===== src/rtl/ep_buf_pkg.sv =====
package ep_buf_pkg;
    localparam int NUM_EP      = 16;
    localparam int RAM_BYTES   = 32768;
    localparam int AW          = $clog2(RAM_BYTES);
    localparam int GRAN_LG     = 3;
    localparam int BASE_W      = AW - GRAN_LG;
    localparam int SZ_W        = 4;
    localparam int MAX_SZ_CODE = 10;
    localparam int OFF_W       = GRAN_LG + MAX_SZ_CODE;
    localparam int EP0_BYTES   = 64;
    localparam int NIDX        = 2 * NUM_EP;
    localparam int IDX_W       = $clog2(NIDX);
    localparam int EP_W        = $clog2(NUM_EP);

    typedef struct packed {
        logic [BASE_W-1:0] base;
        logic [SZ_W-1:0]   sz;
        logic              dbl;
        logic              en;
    } ep_cfg_t;

    typedef struct packed {
        logic full;
        logic empty;
        logic wsel;
        logic rsel;
    } ep_stat_t;

    localparam ep_cfg_t EP0_CFG = '{base: '0, sz: SZ_W'($clog2(EP0_BYTES) - GRAN_LG),
                                    dbl: 1'b0, en: 1'b1};

    function automatic logic [AW:0] win_bytes(input logic [SZ_W-1:0] n);
        return (AW+1)'(1 << GRAN_LG) << n;
    endfunction

    function automatic logic cfg_bad(input logic [BASE_W-1:0] b, input logic [SZ_W-1:0] n);
        logic [AW:0] start;
        start = {1'b0, b, {GRAN_LG{1'b0}}};
        return (n > SZ_W'(MAX_SZ_CODE)) || (start < (AW+1)'(EP0_BYTES))
               || ((start + win_bytes(n)) > (AW+1)'(RAM_BYTES));
    endfunction
endpackage


===== src/rtl/ep_cfg_regs.sv =====
module ep_cfg_regs
    import ep_buf_pkg::*;
#(
    parameter int N = NIDX
) (
    input  logic                     clk,
    input  logic                     rst,
    input  logic                     we,
    input  logic [$clog2(N)-1:0]     idx,
    input  ep_cfg_t                  val,
    output ep_cfg_t                  tbl [N],
    output logic [N-1:0]             clr,
    output logic                     cfg_err
);
    logic bad;
    assign bad = cfg_bad(val.base, val.sz);

    for (genvar i = 0; i < N; i++) begin : g_ent
        if (i == 0) begin : g_ep0
            assign tbl[i] = EP0_CFG;
            assign clr[i] = 1'b0;
        end else if (i == N/2) begin : g_hole
            assign tbl[i] = '0;
            assign clr[i] = 1'b0;
        end else begin : g_reg
            assign clr[i] = we && (idx == ($clog2(N))'(i));
            always_ff @(posedge clk) begin
                if (rst) begin
                    tbl[i] <= '0;
                end else if (clr[i]) begin
                    tbl[i]    <= val;
                    tbl[i].en <= !bad;
                end
            end
        end
    end

    always_ff @(posedge clk) begin
        if (rst)
            cfg_err <= 1'b0;
        else if (we && bad)
            cfg_err <= 1'b1;
    end


    cfg_err_cause_chk: assert property (@(posedge clk) disable iff (rst)
        $rose(cfg_err) |-> $past(we));
endmodule


===== src/rtl/ep_occ.sv =====
module ep_occ (
    input  logic                 clk,
    input  logic                 rst,
    input  logic                 clr,
    input  logic                 dbl,
    input  logic                 adv_wr,
    input  logic                 adv_rd,
    output ep_buf_pkg::ep_stat_t stat
);
    logic [1:0] cnt;
    logic       wsel, rsel;

    always_ff @(posedge clk) begin
        if (rst || clr) begin
            cnt  <= '0;
            wsel <= 1'b0;
            rsel <= 1'b0;
        end else begin
            if (adv_wr) wsel <= dbl ? ~wsel : 1'b0;
            if (adv_rd) rsel <= dbl ? ~rsel : 1'b0;
            cnt <= cnt + {1'b0, adv_wr} - {1'b0, adv_rd};
        end
    end

    assign stat.full  = (cnt == (dbl ? 2'd2 : 2'd1));
    assign stat.empty = (cnt == 2'd0);
    assign stat.wsel  = wsel;
    assign stat.rsel  = rsel;


    no_overflow_chk: assert property (@(posedge clk) disable iff (rst)
        cnt <= (dbl ? 2'd2 : 2'd1));

    flags_excl_chk: assert property (@(posedge clk) disable iff (rst)
        !(stat.full && stat.empty));
endmodule


===== src/rtl/ep_addr_gen.sv =====
module ep_addr_gen
    import ep_buf_pkg::*;
(
    input  ep_cfg_t           cfg,
    input  logic              sel,
    input  logic [OFF_W-1:0]  off,
    output logic [AW-1:0]     addr
);
    logic [AW:0]      win;
    logic [AW:0]      slot;
    logic [OFF_W-1:0] mask;
    logic [AW-1:0]    half_ofs;

    always_comb begin
        win      = win_bytes(cfg.sz);
        slot     = cfg.dbl ? (win >> 1) : win;
        mask     = OFF_W'(slot - 1'b1);
        half_ofs = (cfg.dbl && sel) ? AW'(slot) : '0;
        addr     = {cfg.base, {GRAN_LG{1'b0}}} + half_ofs + AW'(off & mask);
    end
endmodule


===== src/rtl/ep_buf_mgr.sv =====
module ep_buf_mgr
    import ep_buf_pkg::*;
(
    input  logic                 clk,
    input  logic                 rst,
    input  logic                 host_mode,
    input  logic                 cfg_we,
    input  logic [EP_W-1:0]      cfg_ep,
    input  logic                 cfg_rx,
    input  logic [BASE_W-1:0]    cfg_base,
    input  logic [SZ_W-1:0]      cfg_size,
    input  logic                 cfg_dbl,
    input  logic                 acc_valid,
    input  logic                 acc_in,
    input  logic [EP_W-1:0]      acc_ep,
    input  logic                 acc_wr,
    input  logic [OFF_W-1:0]     acc_off,
    input  logic                 acc_last,
    output logic                 rsp_valid,
    output logic                 rsp_ok,
    output logic [AW-1:0]        rsp_addr,
    output logic [NUM_EP-1:0]    tx_full,
    output logic [NUM_EP-1:0]    tx_empty,
    output logic [NUM_EP-1:0]    rx_full,
    output logic [NUM_EP-1:0]    rx_empty,
    output logic                 cfg_err,
    output logic                 ovf_err,
    output logic                 unf_err
);
    ep_cfg_t          tbl  [NIDX];
    ep_stat_t         stat [NIDX];
    logic [NIDX-1:0]  clr;
    logic [NIDX-1:0]  adv_wr, adv_rd;
    ep_cfg_t          cfg_val;
    logic             to_rx;
    logic [IDX_W-1:0] idx;
    ep_cfg_t          cur_cfg;
    ep_stat_t         cur_st;
    logic             blocked, accept;
    logic [AW-1:0]    addr;

    assign cfg_val = '{base: cfg_base, sz: cfg_size, dbl: cfg_dbl, en: 1'b1};

    ep_cfg_regs #(.N(NIDX)) u_cfg (
        .clk(clk), .rst(rst),
        .we(cfg_we && (cfg_ep != '0)),
        .idx({cfg_rx, cfg_ep}),
        .val(cfg_val),
        .tbl(tbl), .clr(clr), .cfg_err(cfg_err)
    );

    // role-dependent side selection
    assign to_rx   = host_mode ? acc_in : !acc_in;
    assign idx     = (acc_ep == '0) ? '0 : {to_rx, acc_ep};
    assign cur_cfg = tbl[idx];
    assign cur_st  = stat[idx];
    assign blocked = acc_wr ? cur_st.full : cur_st.empty;
    assign accept  = acc_valid && cur_cfg.en && !blocked;

    for (genvar i = 0; i < NIDX; i++) begin : g_occ
        assign adv_wr[i] = accept && acc_last && acc_wr && (idx == IDX_W'(i));
        assign adv_rd[i] = accept && acc_last && !acc_wr && (idx == IDX_W'(i));
        if (i == NUM_EP) begin : g_hole
            assign stat[i] = '{full: 1'b0, empty: 1'b1, wsel: 1'b0, rsel: 1'b0};
        end else begin : g_side
            ep_occ u_occ (
                .clk(clk), .rst(rst), .clr(clr[i]), .dbl(tbl[i].dbl),
                .adv_wr(adv_wr[i]), .adv_rd(adv_rd[i]), .stat(stat[i])
            );
        end
    end

    ep_addr_gen u_addr (
        .cfg(cur_cfg),
        .sel(acc_wr ? cur_st.wsel : cur_st.rsel),
        .off(acc_off),
        .addr(addr)
    );

    for (genvar e = 0; e < NUM_EP; e++) begin : g_flags
        assign tx_full[e]  = stat[e].full;
        assign tx_empty[e] = stat[e].empty;
        if (e == 0) begin : g_ep0
            assign rx_full[e]  = stat[0].full;
            assign rx_empty[e] = stat[0].empty;
        end else begin : g_rx
            assign rx_full[e]  = stat[NUM_EP+e].full;
            assign rx_empty[e] = stat[NUM_EP+e].empty;
        end
    end

    always_ff @(posedge clk) begin
        if (rst) begin
            rsp_valid <= 1'b0;
            rsp_ok    <= 1'b0;
            rsp_addr  <= '0;
            ovf_err   <= 1'b0;
            unf_err   <= 1'b0;
        end else begin
            rsp_valid <= acc_valid;
            rsp_ok    <= accept;
            rsp_addr  <= addr;
            if (acc_valid && cur_cfg.en && blocked) begin
                if (acc_wr) ovf_err <= 1'b1;
                else        unf_err <= 1'b1;
            end
        end
    end


    ovf_cause_chk: assert property (@(posedge clk) disable iff (rst)
        $rose(ovf_err) |-> $past(acc_valid && acc_wr));

    unf_cause_chk: assert property (@(posedge clk) disable iff (rst)
        $rose(unf_err) |-> $past(acc_valid && !acc_wr));

    ep0_window_chk: assert property (@(posedge clk) disable iff (rst)
        (rsp_ok && $past(acc_ep) == '0) |-> rsp_addr < AW'(EP0_BYTES));

    ok_needs_valid_chk: assert property (@(posedge clk) disable iff (rst)
        rsp_ok |-> rsp_valid);
endmodule


===== config.mk =====
export PLATFORM = sky130hd
export DESIGN_NAME = ep_buf_mgr
export DESIGN_NICKNAME = d
export VERILOG_FILES = /design/src/rtl/ep_buf_pkg.sv /design/src/rtl/ep_cfg_regs.sv /design/src/rtl/ep_occ.sv /design/src/rtl/ep_addr_gen.sv /design/src/rtl/ep_buf_mgr.sv
export SDC_FILE = /design/constraint.sdc
export NUM_CORES = 1
export LEC_CHECK = 0
export BUFFER_PORTS_ARGS = -buffer_cell sky130_fd_sc_hd__buf_2
export CORE_ASPECT_RATIO = 2
export CORE_MARGIN = 3
export CORE_UTILIZATION = 55
export CTS_CLUSTER_SIZE = 25
export DETAILED_ROUTE_END_ITERATION = 8
export PLACE_DENSITY = 0.73
export RECOVER_POWER = 50
export SLEW_MARGIN = 0
export SYNTH_ARGS = -nofsm -noshare
export SYNTH_HDL_FRONTEND = slang
export SYNTH_HIERARCHICAL = 1
export SYNTH_SLANG_ARGS = --single-unit

===== constraint.sdc =====
create_clock -name clk -period 5.75 [get_ports clk]
set_clock_uncertainty 0.05 [all_clocks]
set_input_delay 0.575 -clock clk [delete_from_list [all_inputs] [get_ports clk]]
set_output_delay 0.575 -clock clk [all_outputs]
set_load 0.02 [all_outputs]

---- Word-level counts from Yosys, hierarchy flattened ----
Index checks and enable logic that the tools add are counted.
storage, ports and cells
  output and inout port bits .............. 84
  bits in registers ....................... 682
  logic and storage cells ................. 718
  bits of input ports ..................... 47
operators by class
  $add $sub $neg .......................... 66
  eq/ne operators ......................... 91
  multiplexer cells ....................... 102
  order comparisons ....................... 4
  reductions and logical operators ........ 173
  shift operators ......................... 2
  bitwise operators ....................... 63
operator list
  cell                    number
  $eq A5 B5 Y1 const B    30
  $logic_and A1 B1 Y1     101
  $bmux W18 S5            1
  $eq A5 B4 Y1 const B    16
  $mux W1                 63
  $add A2 B1 Y2           31
  $logic_not A2 Y1        31
  $sub A2 B1 Y2           31
  $not A1 Y1              61
  $eq A2 B2 Y1            30
  $mux W2                 30
  $eq A5 B3 Y1 const B    8
  $mux W18                2
  $logic_or A1 B1 Y1      32
  $shl A4 B4 Y16 const A  2
  $mux W15                2
  $bmux W4 S5             1
  $eq A5 B2 Y1 const B    4
  $add A15 B16 Y16        1
  $gt A16 B16 Y1 const B  1
  $add A15 B13 Y15        1
  $add A15 B15 Y15        1
  $lt A15 B7 Y1 const B   1
  $and A13 B13 Y13        1
  13 further kinds        19

---- Longest topological paths before layout ----
Gate-level depths: netlist (run 1).
  word-level depth ........................ 15
  gate-level depth with buffers ........... 22
  depth with buffers taken out ............ 17

---- By module ----
The synthesis (run 1) kept the hierarchy.
modules (own cells, without submodules)
  module       instances  cells an instance  seq. area each (µm²)  area an instance (µm²)
  ep_cfg_regs  1          2,574              10,830.4              19,980.4
  ep_occ       31         23                 80.1                  230.2
  ep_buf_mgr   1          554                380.4                 6,917.9
  ep_addr_gen  1          135                0.0                   1,049.8

---- Worst setup path before layout (run 1) ----
No wires, ideal clock.
  path type ............................... input port to flip-flop
  start ................................... in acc_ep[0]
  end ..................................... reg rsp_addr[11]
  path slack .............................. 707 ps
  buffers on the path ..................... 6
  setup time .............................. 65 ps
  required time ........................... 5,635 ps
  stages on the path ...................... 19
  data arrival time ....................... 4,928 ps
  cells stage by stage .................... buf_4 -> buf_4 -> buf_4 -> buf_2 -> buf_1 -> mux4_2 -> mux4_2 -> nand2_1 -> nand2_1 -> clkbuf_1 -> o31a_1 -> fa_1 -> ha_1 -> nor2b_4 -> o31a_1 -> or2_1 -> a211oi_2 -> xnor2_1 -> nor2b_1
RTL lines
  what                  line               source
  start, declared       ep_buf_mgr.sv:15   input logic [EP_W-1:0] acc_ep,
  end signal, assigned  ep_buf_mgr.sv:102  rsp_addr <= addr;
  end, declared         ep_buf_mgr.sv:21   output logic [AW-1:0] rsp_addr,

---- Worst setup path after layout (run 1) ----
  start ................................... in rst
  end ..................................... reg, netlist name u_cfg/tbl[158]
RTL lines
  what             line             source
  start, declared  ep_buf_mgr.sv:5  input logic rst,
No word-level cell between the ends.

==> flow_metrics.env, run 1 <==
export IMPL_floorplan_io_pins=131
export IMPL_drt_total_wl_um=111500
export IMPL_setup_tns_ns=0
export IMPL_first_global_vias=29462
export IMPL_antenna_found_initial=1
export IMPL_final_antenna_net_count=0
export IMPL_cts_clk_slew_worst_paths_ns=0.07
export IMPL_crit_chain="clkbuf_1 -> clkbuf_4 -> a21oi_1"
export IMPL_clock_tree_root_cell="sky130_fd_sc_hd__clkbuf_16"
export IMPL_final_fill_count=5503
export IMPL_ys_warnings_count=6
export IMPL_cts_resized_gates=0
export IMPL_fin_area_um2=37520
export IMPL_vias=29689
export IMPL_drv_slew=666
export IMPL_post_synthesis_instance_total=3974
export IMPL_classification_of_the_worst_slack_hold_path="in2reg"
export IMPL_route_detailed_wl_per_inst_um=23.49
export IMPL_grt_first_pass_wirelength_um=169100
export IMPL_gp_routability_congestion=0.9219
export IMPL_cp_class="in2reg"
export IMPL_timing_max_slew_rel_slack=-1.203
export IMPL_cp_data_required_time_ns=6.10
export IMPL_area_of_the_core_region_um2=62950
export IMPL_die_area_um2=67020
export IMPL_drt_iter0_drc=3290
export IMPL_firstDrtPassIters=6
export IMPL_detailed_placer_s_ending_hpwl_um=74510
export IMPL_nNetsFinal=4055
export IMPL_largest_fanout_of_any_net_on_the_critical_path=198
export IMPL_mappedNetlistArea_um2=35070
export IMPL_clock_latency_ns=0.64
export IMPL_rsz0062_at_grt="false"
export IMPL_slowest_delay_ns=2.28
export IMPL_cts_repair_timing_setup_buffer_count=0
export IMPL_detailed_place_area_um2=35740
export IMPL_grt_usage=0.3254
export IMPL_maxCapViolCount=6
export IMPL_drc_errors=0
export IMPL_setup_violations=0
export IMPL_numPortBuffers=130
export IMPL_vdd_ir_drop_max_mv=0.2296
export IMPL_worstPathArrival_ns=5.23
export IMPL_cts_buffers=58
export IMPL_power_static_leakage_nw=13.01
export IMPL_floorplan_die_width_um=184.6
export IMPL_initial_utilization=0.5572
export IMPL_cts_max_path_buffers=3
export IMPL_crit_path_end_kind="register"
export IMPL_measured_slew_at_the_worst_slew_check_pin_ns=3.305
export IMPL_run_status="complete, but fails checks"
export IMPL_pwr_cell_area_nw_per_um2=256.6
export IMPL_syn_avg_cell_area_um2=8.826
export IMPL_post_drt_via_cell_ratio=6.256
export IMPL_fp_row_count=130
export IMPL_worst_setup_path_start_kind="input pin"
export IMPL_cts_hold_buffers_added=0
export IMPL_critical_path_slowest_cell="sky130_fd_sc_hd__clkbuf_1"
export IMPL_post_route_clock_period_utilization=0.8487
export IMPL_die_h_um=363.1
export IMPL_cts_tree="yes"
export IMPL_h_tree_depth=2
export IMPL_clkSinkCount=684
export IMPL_grt_start_max_net_pins=199
export IMPL_syn2layout_area_growth_pct=6.967
export IMPL_layout_drive_gt1_share=0.1386
export IMPL_report_final_hold_viol_count=0
export IMPL_grt_ovfl_total=0
export IMPL_failed_checks="max-capacitance violations, max-slew violations"
export IMPL_max_freq_mhz=204.9
export IMPL_fin_crit_ns=4.880
==> worst max-delay path, delay by kind of cell <==
family	cells	cell delay [ns]
buf+inv	2	4.30
compound gates	1	0.16
==> final cells by class <==
cell class | instances | area, um^2 | share of cell area
Multi-Input combinational cell | 2819 | 19090 | 0.5088
Sequential cell | 684 | 13690 | 0.3650
Clock buffer | 82 | 1673 | 0.04459
Timing Repair Buffer | 239 | 1406 | 0.03749
Tap cell | 792 | 991.0 | 0.02641
Inverter | 108 | 405.4 | 0.01081
Clock inverter | 21 | 256.5 | 0.006837
Antenna cell | 1 | 2.502 | 0.00006670
==> sequential cells by signal, summed over array words and instances (netlist names) <==
register,count
unf_err,1
u_cfg/tbl,540
g_occ.g_side.u_occ/rsel,31
u_cfg/cfg_err,1
ovf_err,1
g_occ.g_side.u_occ/wsel,31
rsp_ok,1
rsp_valid,1
rsp_addr,15
g_occ.g_side.u_occ/cnt,62
==> power breakdown <==
part	leakage [nW]	switching [mW]	internal (mW)	total, mW
registers	5.51	0.0199	4.77	4.79
clock network	0.960	1.85	2.25	4.09
logic	6.54	0.519	0.223	0.742
total	13.0	2.39	7.24	9.63
==> metal layers <==
metal	global-route usage	share of wire	vias up
met3	0.05305	0.082	538
met4	0.2285	0.082	0
met1	0.3585	0.34	14194
met5	0	0	-
met2	0.5651	0.50	1564
li1	-	-	13393
==> per-stage QoR <==
step           total power, mW  hold WS, ns  cells  utilization  setup WS, ns
5_1_grt                  9.869       0.1115   4745       0.5960        0.6302
3_3_place_gp             5.626       0.3866   4642       0.5678        0.4234
3_5_place_dp             5.631       0.3935   4642       0.5678        0.3436
4_1_cts                  9.659      0.08956   4745       0.5984         1.011
6_report                 9.627       0.1063   4746       0.5960        0.8699
2_1_floorplan            5.398       0.3789   4009            -        0.7068
==> layout by cell type (no fill, tap or decap), types with 6 or more instances in the layout <==
cell type,n
sky130_fd_sc_hd__nand2b_1,110
sky130_fd_sc_hd__o22ai_1,35
sky130_fd_sc_hd__a21o_1,6
sky130_fd_sc_hd__xnor2_1,10
sky130_fd_sc_hd__nor3_2,31
sky130_fd_sc_hd__clkbuf_8,12
sky130_fd_sc_hd__nand3_1,23
sky130_fd_sc_hd__nand2_1,1163
sky130_fd_sc_hd__buf_2,43
sky130_fd_sc_hd__o21ai_0,43
sky130_fd_sc_hd__nor2b_1,32
sky130_fd_sc_hd__mux4_2,201
sky130_fd_sc_hd__mux2i_1,11
sky130_fd_sc_hd__and2_1,6
sky130_fd_sc_hd__fa_1,12
sky130_fd_sc_hd__nor4_1,9
sky130_fd_sc_hd__xnor3_1,31
sky130_fd_sc_hd__nand3b_1,64
sky130_fd_sc_hd__clkbuf_1,99
sky130_fd_sc_hd__inv_1,106
sky130_fd_sc_hd__nor2_1,80
sky130_fd_sc_hd__ha_1,86
sky130_fd_sc_hd__or3_1,10
sky130_fd_sc_hd__nor3b_1,34
sky130_fd_sc_hd__clkbuf_16,59
sky130_fd_sc_hd__a31oi_2,29
sky130_fd_sc_hd__clkinv_2,13
sky130_fd_sc_hd__buf_4,100
sky130_fd_sc_hd__nor4_2,15
sky130_fd_sc_hd__a211oi_1,66
sky130_fd_sc_hd__conb_1,38
sky130_fd_sc_hd__nor3_1,55
sky130_fd_sc_hd__dfxtp_1,684
sky130_fd_sc_hd__mux2_2,9
sky130_fd_sc_hd__a21oi_1,527
==> worst paths after layout <==
kind,start,end,slack (ns),cells past startpoint
setup / recovery,rst,u_cfg/tbl[158]$_SDFFE_PP0P_,0.87,3
hold / removal,acc_off[0],rsp_addr[0]$_SDFF_PP0_,0.11,2
setup reg to reg,u_cfg/tbl[182]$_SDFFE_PP0P_,rsp_addr[14]$_SDFF_PP0_,1.21,16
hold reg to reg,u_cfg/tbl[82]$_SDFFE_PP0P_,u_cfg/tbl[82]$_SDFFE_PP0P_,0.40,2
(Power assumes the default switching activity.)
==> run 2, diff against run 1 <==
==> constraint.sdc (replaced) <==
create_clock -name clk -period 4.7 [get_ports clk]
set_clock_uncertainty 0.05 [all_clocks]
set_input_delay 0.47 -clock clk [delete_from_list [all_inputs] [get_ports clk]]
set_output_delay 0.47 -clock clk [all_outputs]
set_load 0.02 [all_outputs]
==> flow_metrics.env, run 2 (same netlist as run 1, synthesis figures left out) <==
export IMPL_run_status="complete, but fails checks"
export IMPL_failed_checks="max-capacitance violations, max-slew violations"
export IMPL_reg2reg_slack_ns=0.43
export IMPL_drt_iter0_drc=3172
export IMPL_worst_setup_path_start_kind="register"
export IMPL_worst_setup_path_endpoint="rsp_addr[13]$_SDFF_PP0_"
export IMPL_floorplan_io_pins=131
export IMPL_cp_class="reg2reg"
export IMPL_critical_path_slowest_cell="sky130_fd_sc_hd__fa_1"
export IMPL_post_drt_via_cell_ratio=6.231
export IMPL_gp_routability_congestion=0.9107
export IMPL_clock_latency_ns=0.65
export IMPL_detailed_placer_s_ending_hpwl_um=78240
export IMPL_first_global_vias=30458
export IMPL_grt_first_pass_wirelength_um=173000
export IMPL_drc_errors=0
export IMPL_report_final_hold_viol_count=0
export IMPL_antenna_cells=0
export IMPL_largest_fanout_of_any_net_on_the_critical_path=5
export IMPL_cts_repair_timing_setup_buffer_count=0
export IMPL_floorplan_die_width_um=184.6
export IMPL_timing_critical_path_depth=17
export IMPL_cts_resized_gates=0
export IMPL_path_delay_family="adder cells"
export IMPL_cts_hold_buffers_added=2
export IMPL_timing_max_slew_rel_slack=-0.7092
export IMPL_drt_total_wl_um=113600
export IMPL_layout_cells_most_common="sky130_fd_sc_hd__nand2_1"
export IMPL_fin_crit_ns=4.273
export IMPL_fp_row_count=130
export IMPL_post_route_clock_period_utilization=0.9092
export IMPL_nNetsFinal=4172
export IMPL_rsz0062_at_grt="false"
export IMPL_cts_clk_slew_worst_paths_ns=0.07
export IMPL_antenna_found_initial=1
export IMPL_clkSinkCount=684
export IMPL_syn2layout_area_growth_pct=10.25
export IMPL_worst_path_buf_inv=2
export IMPL_regMostFlops="u_cfg/tbl"
export IMPL_r2r_start="g_occ[4].g_side.u_occ/wsel$_SDFFE_PP0P_"
export IMPL_crit_path_end_kind="register"
export IMPL_final_fill_count=5323
export IMPL_clock_tree_root_cell="sky130_fd_sc_hd__clkbuf_16"
export IMPL_worstPathArrival_ns=4.79
export IMPL_final_antenna_net_count=0
export IMPL_die_h_um=363.1
export IMPL_firstDrtPassIters=6
export IMPL_initial_utilization=0.5572
export IMPL_grt_usage=0.3337
export IMPL_maxCapViolCount=9
export IMPL_drv_slew=238
export IMPL_die_area_um2=67020
export IMPL_layout_cells_non_filler=4866
export IMPL_most_common_layout_cells="sky130_fd_sc_hd__nand2_1 (1,163), sky130_fd_sc_hd__dfxtp_1 (684), sky130_fd_sc_hd__a21oi_1 (527), sky130_fd_sc_hd__mux4_2 (201), sky130_fd_sc_hd__buf_4 (186)"
export IMPL_classification_of_the_worst_slack_hold_path="in2reg"
export IMPL_min_path_cells=3
export IMPL_grt_ovfl_total=0
export IMPL_grt_start_max_net_pins=203
export IMPL_area_of_the_core_region_um2=62950
export IMPL_h_tree_depth=2
export IMPL_cts_max_path_buffers=3
export IMPL_measured_slew_at_the_worst_slew_check_pin_ns=2.564
export IMPL_critical_path_startpoint="g_occ[4].g_side.u_occ/wsel$_SDFFE_PP0P_"
export IMPL_crit_chain="mux4_2 -> mux4_2 -> and3_1 -> a31oi_1 -> o21ai_0 -> buf_4 -> nand4b_1 -> nor3_1 -> fa_1 -> inv_1 -> fa_1 -> nor2b_4 -> o31a_1 -> o2111ai_1 -> and2_1 -> o311ai_1 -> nor2b_1"
export IMPL_max_freq_mhz=234.0
export IMPL_power_static_leakage_nw=13.78
export IMPL_pwr_cell_area_nw_per_um2=315.5
export IMPL_length_in_cells_of_the_worst_reg_to_reg_path=17
export IMPL_placed_cells=4756
export IMPL_layout_top_registers="u_cfg/tbl x540, g_occ.g_side.u_occ/cnt x62"
export IMPL_largest_register_ffs=540
export IMPL_cts_tree="yes"
export IMPL_slowest_delay_ns=0.51
export IMPL_fin_area_um2=38670
export IMPL_route_detailed_wl_per_inst_um=23.35
export IMPL_vias=30320
export IMPL_setup_violations=0
export IMPL_cts_buffers=59
export IMPL_timing_rr_end="rsp_addr[13]$_SDFF_PP0_"
export IMPL_vdd_ir_drop_max_mv=0.2996
export IMPL_layout_drive_gt1_share=0.1659
export IMPL_cp_data_required_time_ns=5.22
export IMPL_numPortBuffers=130
export IMPL_detailed_place_area_um2=36780
run 2: cell types whose count changed in the layout (fill, tap and decap cells not counted), moves of 2 or more:
| cell | before | now |
|---|---|---|
| sky130_fd_sc_hd__clkbuf_1 | 99 | 88 |
| sky130_fd_sc_hd__dlygate4sd3_1 | 0 | 2 |
| sky130_fd_sc_hd__buf_4 | 100 | 186 |
| sky130_fd_sc_hd__buf_12 | 3 | 14 |
| sky130_fd_sc_hd__clkbuf_2 | 2 | 0 |
| sky130_fd_sc_hd__buf_2 | 43 | 71 |
| sky130_fd_sc_hd__clkbuf_4 | 2 | 0 |
| sky130_fd_sc_hd__clkinvlp_4 | 0 | 3 |
| sky130_fd_sc_hd__bufinv_16 | 5 | 10 |
run 2: worst min-delay path by stage:
stage,start,end
finish,acc_valid,rsp_ok$_SDFF_PP0_
global route,acc_valid,rsp_ok$_SDFF_PP0_
CTS,acc_valid,rsp_ok$_SDFF_PP0_
detailed placement,u_cfg/tbl[413]$_SDFFE_PP0P_,u_cfg/tbl[413]$_SDFFE_PP0P_
global placement,u_cfg/tbl[179]$_SDFFE_PP0P_,u_cfg/tbl[179]$_SDFFE_PP0P_
floorplan,u_cfg/tbl[169]$_SDFFE_PP0P_,u_cfg/tbl[169]$_SDFFE_PP0P_
run 2: cell type report:
class | count | area, um^2 | share of cell area
Clock inverter | 28 | 416.7 | 0.01077
Multi-Input combinational cell | 2819 | 19080 | 0.4935
Timing Repair Buffer | 355 | 2392 | 0.06187
Inverter | 108 | 405.4 | 0.01048
Sequential cell | 684 | 13690 | 0.3541
Clock buffer | 80 | 1687 | 0.04362
Tap cell | 792 | 991.0 | 0.02563
run 2: per-stage QoR:
stage	utilization	hold slack [ns]	worst slack (ns)	total power [mW]	setup TNS [ns]
4_1_cts	0.6180	0.08789	0.4451	12.23	0
3_3_place_gp	0.5842	0.3870	-0.1288	6.922	-0.4096
6_report	0.6143	0.1010	0.4269	12.20	0
2_1_floorplan	-	0.3789	0.03056	6.621	0
3_5_place_dp	0.5842	0.3931	-0.1395	6.931	-0.6116
5_1_grt	0.6143	0.1295	0.1679	12.51	0
run 2: routing by layer:
| metal | track usage | routed length (um) |
|---|---|---|
| met2 | 0.5834 | 56830 |
| met5 | 0 | 14 |
| met3 | 0.04974 | 8553 |
| met4 | 0.2453 | 9789 |
| met1 | 0.3623 | 38430 |
run 2: worst register-to-register path, stage by stage (launching register included):
cell and delay, ns:
sky130_fd_sc_hd__dfxtp_1 0.35, sky130_fd_sc_hd__mux4_2 0.48, sky130_fd_sc_hd__mux4_2 0.48, sky130_fd_sc_hd__and3_1 0.19, sky130_fd_sc_hd__a31oi_1 0.12, sky130_fd_sc_hd__o21ai_0 0.13, sky130_fd_sc_hd__buf_4 0.19, sky130_fd_sc_hd__nand4b_1 0.11
sky130_fd_sc_hd__nor3_1 0.08, sky130_fd_sc_hd__fa_1 0.51, sky130_fd_sc_hd__inv_1 0.06, sky130_fd_sc_hd__fa_1 0.48, sky130_fd_sc_hd__nor2b_4 0.13, sky130_fd_sc_hd__o31a_1 0.18, sky130_fd_sc_hd__o2111ai_1 0.16, sky130_fd_sc_hd__and2_1 0.17
sky130_fd_sc_hd__o311ai_1 0.20, sky130_fd_sc_hd__nor2b_1 0.15
run 2: power by group:
group,switching (mW),total [mW],internal [mW]
logic,0.643,0.957,0.315
registers,0.0228,5.86,5.84
clock network,2.32,5.38,3.06
total,2.99,12.2,9.21
